--- src/rtl/bitonic_isect_pkg.sv ---
package bitonic_isect_pkg;

    parameter int unsigned DEF_LANES = 8;
    parameter int unsigned DEF_ID_W  = 16;

    // width of a count that can hold 0..n
    function automatic int unsigned cnt_bits(input int unsigned n);
        return $clog2(n + 1);
    endfunction

endpackage

--- src/rtl/bitonic_isect_cas.sv ---
module bitonic_isect_cas #(
    parameter int unsigned EW   = 17,
    parameter int unsigned TOT  = 16,
    parameter int unsigned DIST = 8
) (
    input  logic                   clk,
    input  logic                   rst_n,
    input  logic                   adv_i,
    input  logic                   vld_i,
    input  logic [TOT-1:0][EW-1:0] el_i,
    output logic                   vld_o,
    output logic [TOT-1:0][EW-1:0] el_o
);

    typedef struct packed {
        logic                   vld;
        logic [TOT-1:0][EW-1:0] el;
    } stage_t;

    stage_t st_d, st_q;

    always_comb begin
        st_d = st_q;
        if (adv_i) begin
            st_d.vld = vld_i;
            st_d.el  = el_i;
            for (int i = 0; i < int'(TOT); i++) begin
                if ((i & int'(DIST)) == 0) begin
                    if (el_i[i] > el_i[i + int'(DIST)]) begin
                        st_d.el[i]              = el_i[i + int'(DIST)];
                        st_d.el[i + int'(DIST)] = el_i[i];
                    end
                end
            end
        end
    end

    always_ff @(posedge clk) begin
        if (!rst_n) st_q <= '0;
        else        st_q <= st_d;
    end

    assign vld_o = st_q.vld;
    assign el_o  = st_q.el;

endmodule

--- src/rtl/bitonic_isect_match.sv ---
module bitonic_isect_match #(
    parameter int unsigned LANES = 8,
    parameter int unsigned ID_W  = 16,
    parameter int unsigned CNT_W = 4
) (
    input  logic                         clk,
    input  logic                         rst_n,
    input  logic                         adv_i,
    input  logic                         vld_i,
    input  logic [2*LANES-1:0][ID_W:0]   el_i,
    output logic                         vld_o,
    output logic [LANES-1:0][ID_W-1:0]   ids_o,
    output logic [CNT_W-1:0]             cnt_o,
    output logic [LANES-1:0]             mask_o
);

    localparam int unsigned TOT = 2 * LANES;

    typedef struct packed {
        logic                       vld;
        logic [LANES-1:0][ID_W-1:0] ids;
        logic [CNT_W-1:0]           cnt;
        logic [LANES-1:0]           mask;
    } res_t;

    res_t rs_d, rs_q;
    logic [TOT-2:0] hit;

    // left element of each equal pair of real (non-fill) keys
    always_comb begin
        for (int i = 0; i < int'(TOT) - 1; i++) begin
            hit[i] = !el_i[i][ID_W] && !el_i[i+1][ID_W] &&
                     (el_i[i][ID_W-1:0] == el_i[i+1][ID_W-1:0]);
        end
    end

    always_comb begin
        int pos;
        rs_d = rs_q;
        pos  = 0;
        if (adv_i) begin
            rs_d.vld = vld_i;
            rs_d.ids = '0;
            for (int i = 0; i < int'(TOT) - 1; i++) begin
                if (hit[i] && pos < int'(LANES)) begin
                    rs_d.ids[pos] = el_i[i][ID_W-1:0];
                    pos = pos + 1;
                end
            end
            rs_d.cnt = CNT_W'(pos);
            for (int k = 0; k < int'(LANES); k++) begin
                rs_d.mask[k] = (k < pos);
            end
        end
    end

    always_ff @(posedge clk) begin
        if (!rst_n) rs_q <= '0;
        else        rs_q <= rs_d;
    end

    assign vld_o  = rs_q.vld;
    assign ids_o  = rs_q.ids;
    assign cnt_o  = rs_q.cnt;
    assign mask_o = rs_q.mask;

    genvar g;
    generate
        for (g = 0; g < TOT - 1; g++) begin : g_ord
            AST_NETWORK_SORTED: assert property (@(posedge clk) disable iff (!rst_n)
                vld_i |-> (el_i[g] <= el_i[g+1]));
        end
    endgenerate

    AST_CNT_BOUND: assert property (@(posedge clk) disable iff (!rst_n)
        vld_o |-> (cnt_o <= CNT_W'(LANES)));

endmodule

--- src/rtl/bitonic_isect.sv ---
module bitonic_isect
    import bitonic_isect_pkg::*;
#(
    parameter int unsigned LANES = DEF_LANES,
    parameter int unsigned ID_W  = DEF_ID_W,
    parameter int unsigned CNT_W = cnt_bits(LANES)
) (
    input  logic                       clk,
    input  logic                       rst_n,
    input  logic                       in_valid,
    output logic                       in_ready,
    input  logic [LANES-1:0][ID_W-1:0] in_a,
    input  logic [CNT_W-1:0]           in_a_cnt,
    input  logic [LANES-1:0][ID_W-1:0] in_b,
    input  logic [CNT_W-1:0]           in_b_cnt,
    output logic                       out_valid,
    input  logic                       out_ready,
    output logic [LANES-1:0][ID_W-1:0] out_ids,
    output logic [CNT_W-1:0]           out_cnt,
    output logic [LANES-1:0]           out_mask
);

    localparam int unsigned TOT    = 2 * LANES;
    localparam int unsigned STAGES = $clog2(TOT);
    localparam int unsigned EW     = ID_W + 1;
    localparam logic [ID_W-1:0] FILL_A = '1;
    localparam logic [ID_W-1:0] FILL_B = FILL_A - 1'b1;

    logic                   adv;
    logic [TOT-1:0][EW-1:0] seq;
    logic [TOT-1:0][EW-1:0] ch_el [STAGES+1];
    logic                   ch_v  [STAGES+1];

    assign adv      = !out_valid || out_ready;
    assign in_ready = adv;

    // first set in order, second set reversed; the MSB marks fill lanes
    always_comb begin
        for (int i = 0; i < int'(LANES); i++) begin
            seq[i] = (i < int'(in_a_cnt)) ? {1'b0, in_a[i]} : {1'b1, FILL_A};
            seq[int'(LANES) + i] = (int'(LANES) - 1 - i < int'(in_b_cnt)) ?
                {1'b0, in_b[int'(LANES) - 1 - i]} : {1'b1, FILL_B};
        end
    end

    assign ch_el[0] = seq;
    assign ch_v[0]  = in_valid;

    genvar s;
    generate
        for (s = 0; s < STAGES; s++) begin : g_stage
            bitonic_isect_cas #(
                .EW   (EW),
                .TOT  (TOT),
                .DIST (TOT >> (s + 1))
            ) u_cas (
                .clk   (clk),
                .rst_n (rst_n),
                .adv_i (adv),
                .vld_i (ch_v[s]),
                .el_i  (ch_el[s]),
                .vld_o (ch_v[s+1]),
                .el_o  (ch_el[s+1])
            );
        end
    endgenerate

    bitonic_isect_match #(
        .LANES (LANES),
        .ID_W  (ID_W),
        .CNT_W (CNT_W)
    ) u_match (
        .clk    (clk),
        .rst_n  (rst_n),
        .adv_i  (adv),
        .vld_i  (ch_v[STAGES]),
        .el_i   (ch_el[STAGES]),
        .vld_o  (out_valid),
        .ids_o  (out_ids),
        .cnt_o  (out_cnt),
        .mask_o (out_mask)
    );

    AST_MASK_COUNT: assert property (@(posedge clk) disable iff (!rst_n)
        out_valid |-> ($countones(out_mask) == int'(out_cnt)));

    AST_HOLD_BLOCKED: assert property (@(posedge clk) disable iff (!rst_n)
        out_valid && !out_ready |=> out_valid && $stable(out_ids) && $stable(out_cnt));

    AST_NO_TAKE_BLOCKED: assert property (@(posedge clk) disable iff (!rst_n)
        out_valid && !out_ready |-> !in_ready);

    genvar k;
    generate
        for (k = 0; k < LANES; k++) begin : g_lane
            AST_UPPER_ZERO: assert property (@(posedge clk) disable iff (!rst_n)
                out_valid && (out_cnt <= CNT_W'(k)) |-> (out_ids[k] == '0));
            if (k < LANES - 1) begin : g_asc
                AST_OUT_ASCENDING: assert property (@(posedge clk) disable iff (!rst_n)
                    out_valid && (out_cnt > CNT_W'(k + 1)) |-> (out_ids[k] < out_ids[k+1]));
            end
        end
    endgenerate

endmodule

--- config.mk ---
export PLATFORM = sky130hd
export DESIGN_NAME = bitonic_isect
export DESIGN_NICKNAME = d
export VERILOG_FILES = /design/src/rtl/bitonic_isect_pkg.sv /design/src/rtl/bitonic_isect_cas.sv /design/src/rtl/bitonic_isect_match.sv /design/src/rtl/bitonic_isect.sv
export SDC_FILE = /design/constraint.sdc
export NUM_CORES = 2
export LEC_CHECK = 0
export ABC_AREA = 1
export BUFFER_PORTS_ARGS = -buffer_cell sky130_fd_sc_hd__buf_2
export CAP_MARGIN = 10
export CORE_ASPECT_RATIO = 0.7
export CORE_MARGIN = 8
export CORE_UTILIZATION = 45
export DETAILED_ROUTE_END_ITERATION = 8
export MAX_ROUTING_LAYER = met4
export PLACE_DENSITY = 0.62
export REMOVE_ABC_BUFFERS = 1
export SLEW_MARGIN = 15
export SYNTH_ARGS = -nofsm -noshare
export SYNTH_HDL_FRONTEND = slang
export SYNTH_SLANG_ARGS = --single-unit
--- constraint.sdc ---
create_clock -name clk -period 11.2 [get_ports clk]
set_input_delay 1.12 -clock clk [delete_from_list [all_inputs] [get_ports clk]]
set_output_delay 1.12 -clock clk [all_outputs]
set_load 0.05 [all_outputs]
==> metrics.md <==
| Metric | Value |
|---|---|
| RePlAce Congestion | about 1.1 |
| Gr usage total | 0.387 |
| Max H-tree Level | 4 |
| Crit path max fanout | 36 |
| Dpl cell area | around 0.093 mm² |
| Startpoint class of the critical path | flip-flop |
| Worst-Skew Late Latency | a little over 0.8 ns |
| Pre-Repair DR Iteration Count | 7 |
| Starting density of the core | 0.453 |
| Final setup viols | 0 |
| GR Overflow Total | 0 |
| WL/cell | 25.8 µm |
| Die height | 391 µm |
| Top FF cell, synth | dfxtp_1 |
| Critical Path RT | around 12 ns |
| Final Hold Viols | 0 |
| Clock sink total | 1233 |
| Antenna-violating nets left | 0 |
| Fin crit share | 0.935 |
| Setup_tns | 0 ns |
| Slew of the pin with the lowest slew margin | about 1.4 ns |
| Initial antenna violation count | 28 |
| Multi-input gate area | around 0.053 mm² |
| Largest net degree at the start of global routing | about 240 |
| Clk root buf | clkbuf_16 |
| Post-synth EDFFs | 0 |
| CP Class | flip-flop to flip-flop |
| Via count of the routed design | approximately 99k |
| Synthesis-to-finish area growth | 9.14% |
| Max clock buf depth | 4 |
| Global-route wire length before repair | roughly 610 mm |
| Commonest cells in the netlist | nand2_1, inv_1, o21ai_0, o211ai_1, dfxtp_1 |
| Layout cells sized above 1 | 0.0724 |
| Num CTS Buffers | 146 |
| FP Rows | about 140 |
| Max Freq | ~0.095 GHz |
| DRC Markers | 0 |
| Hold WS | around 0.47 ns |
| Slowest stage delay, CP | roughly 0.63 ns |
| Most used cell, CP | nand2_1 |
| Largest cells by area after synthesis | dfxtp_1, o211ai_1, nand2_1 |
| Fin area | a little under 0.1 mm² |
| DR iter-0 viols | 16.0k |
| Critical Path AT | between 10 and 15 ns |
| RSZ-0062 raised after global routing | no |
| Outcome | finished clean |
| Cell variety after synth | a little under 60 |
| Minimum clock period | around 10 ns |
| FILL cells | 20.7k |
| Leading area contributor after synthesis | dfxtp_1 |
| Vias in the first global route | between 80k and 90k |
| Worst clock skew | 0.0740 ns |
| DIE AREA | 0.215 mm² |
| Clock transition at the registers of the reported paths | about 0.07 ns |
| Worst Hold Class | flip-flop to flip-flop |
| Mapped Area | ~0.09 mm² |
| Sequential area share after synthesis | 0.274 |
| Area share of the leading cell type in the synthesized netlist | 0.274 |
| Max Slew Vio Count | 0 |
| Routed vias/inst | 6.01 |
| FF+latch area | approximately 0.025 mm² |
| Most common cell in the netlist | nand2_1 |
| Syn_area_per_cell | between 6 and 7 µm² |
| Slowest-stage cell, CP | fa_1 |
| Asr flop ratio synth | 0 |
| CTS tree | built |
| Syn. warnings | 0 |
| Final wirelength | approximately 430 mm |
| Critical Path End Type | flip-flop |
| Final net count | 14.6k |
| DP HPWL | approximately 340 mm |
| Relative slew slack | 0.0274 |
| I/O Buffers | approximately 410 |
| Core area | 0.199 mm² |
| Die X | 551 µm |
| Synthesis-stage register bit count | between 1k and 1.5k |
| I/O pin total | between 400 and 500 |
| Max_cap viols | 0 |
| Cells after Synth | approximately 14k |
-- per-stage QoR --
stage	utilization	cells	setup slack (ns)
after floorplan	-	13000	-179.43
after global placement	0.469	16200	1.21
after detailed placement	0.469	16200	0.846
after CTS	0.493	16500	0.761
after global routing	0.494	16500	0.0647
final	0.494	16500	0.726
-- sequential cells by signal, indices dropped and copies added (netlist names) --
name / flops
g_stage.u_cas.el_o: 1088
g_stage.u_cas.vld_o: 4
u_match.cnt_o: 4
u_match.ids_o: 128
u_match.mask_o: 8
u_match.vld_o: 1
-- worst max-delay path, delay by kind of cell, from the launching register on --
family / cells / cell delay [ns]
adders and majority gates: 7 / 2.20
AOI/OAI and AO/OA: 3 / 0.59
DFF: 1 / 0.36
and+or+nand+nor: 35 / 6.05
buffers and inverters: 10 / 1.09
-- repair_timing --
| action | CTS | global route |
|---|---|---|
| endpoints found under the setup margin | 0 | 100 |
| buffers inserted | 0 | 3 |
| resized for setup | 0 | 3 |
| hold buffers | 0 | 0 |
-- cell type report --
| type | instances | area share |
|---|---|---|
| multi-input combinational | 9502 | 0.544 |
| sequential | 1233 | 0.251 |
| inverter | 2275 | 0.0868 |
| clock buffer | 192 | 0.0419 |
| timing repair buffer | 585 | 0.0351 |
| tap | 2641 | 0.0336 |
| clock inverter | 58 | 0.00786 |
| antenna | 17 | 0.000432 |
-- cell families (layout without fill, tap and decap cells) --
group | count (synthesis) | after routing | share of synthesized area
AND/OR/NAND/NOR | 4275 | 4276 | 0.192
multiplexers | 1 | 1 | 0.000111
adder cells (fa/ha/maj) | 562 | 562 | 0.0781
other | 0 | 17 | 0
XOR/XNOR | 75 | 75 | 0.00728
AO/OA/AOI/OAI | 4588 | 4588 | 0.312
flip-flops | 1233 | 1233 | 0.274
buffers and inverters | 3254 | 3110 | 0.136
-- per-layer routing --
layer / vias up / track usage / wire, µm
li1: 46500 / - / -
met1: 46900 / 0.574 / 197000
met2: 5339 / 0.517 / 166000
met3: 532 / 0.107 / 55000
met4: 0 / 0.0724 / 8510
met5: - / - / 0
-- worst paths after layout --
check / startpoint / to / slack [ns] / cells after the start
max: g_stage[3].u_cas.el_o[26] / u_match.ids_o[3] / 0.73 / 55
min: u_match.mask_o[7] / u_match.mask_o[7] / 0.47 / 2
max reg2reg: g_stage[3].u_cas.el_o[26] / u_match.ids_o[3] / 0.73 / 55
min reg2reg: u_match.mask_o[7] / u_match.mask_o[7] / 0.47 / 2
-- layout by cell type (no fill, tap or decap), types with 23 or more instances in the layout --
cell type	count
nand2_1	2928
clkbuf_8	23
dfxtp_1	1233
buf_4	170
o41ai_2	23
nand2_2	24
nor2_1	751
o22ai_1	61
a211oi_1	54
o211ai_1	1637
xor2_1	56
clkinv_1	31
nor3_1	35
inv_1	2191
o21ai_1	41
nand4_1	86
clkinv_2	25
clkbuf_16	149
a21oi_1	683
o221ai_1	81
o21bai_1	80
ha_1	561
inv_2	52
nand3_1	326
o21ai_0	1845
buf_2	408
Power is left out: the tool's default activity adds up to more than one toggle a clock period on the data nets, which glitch-free logic cannot reach.
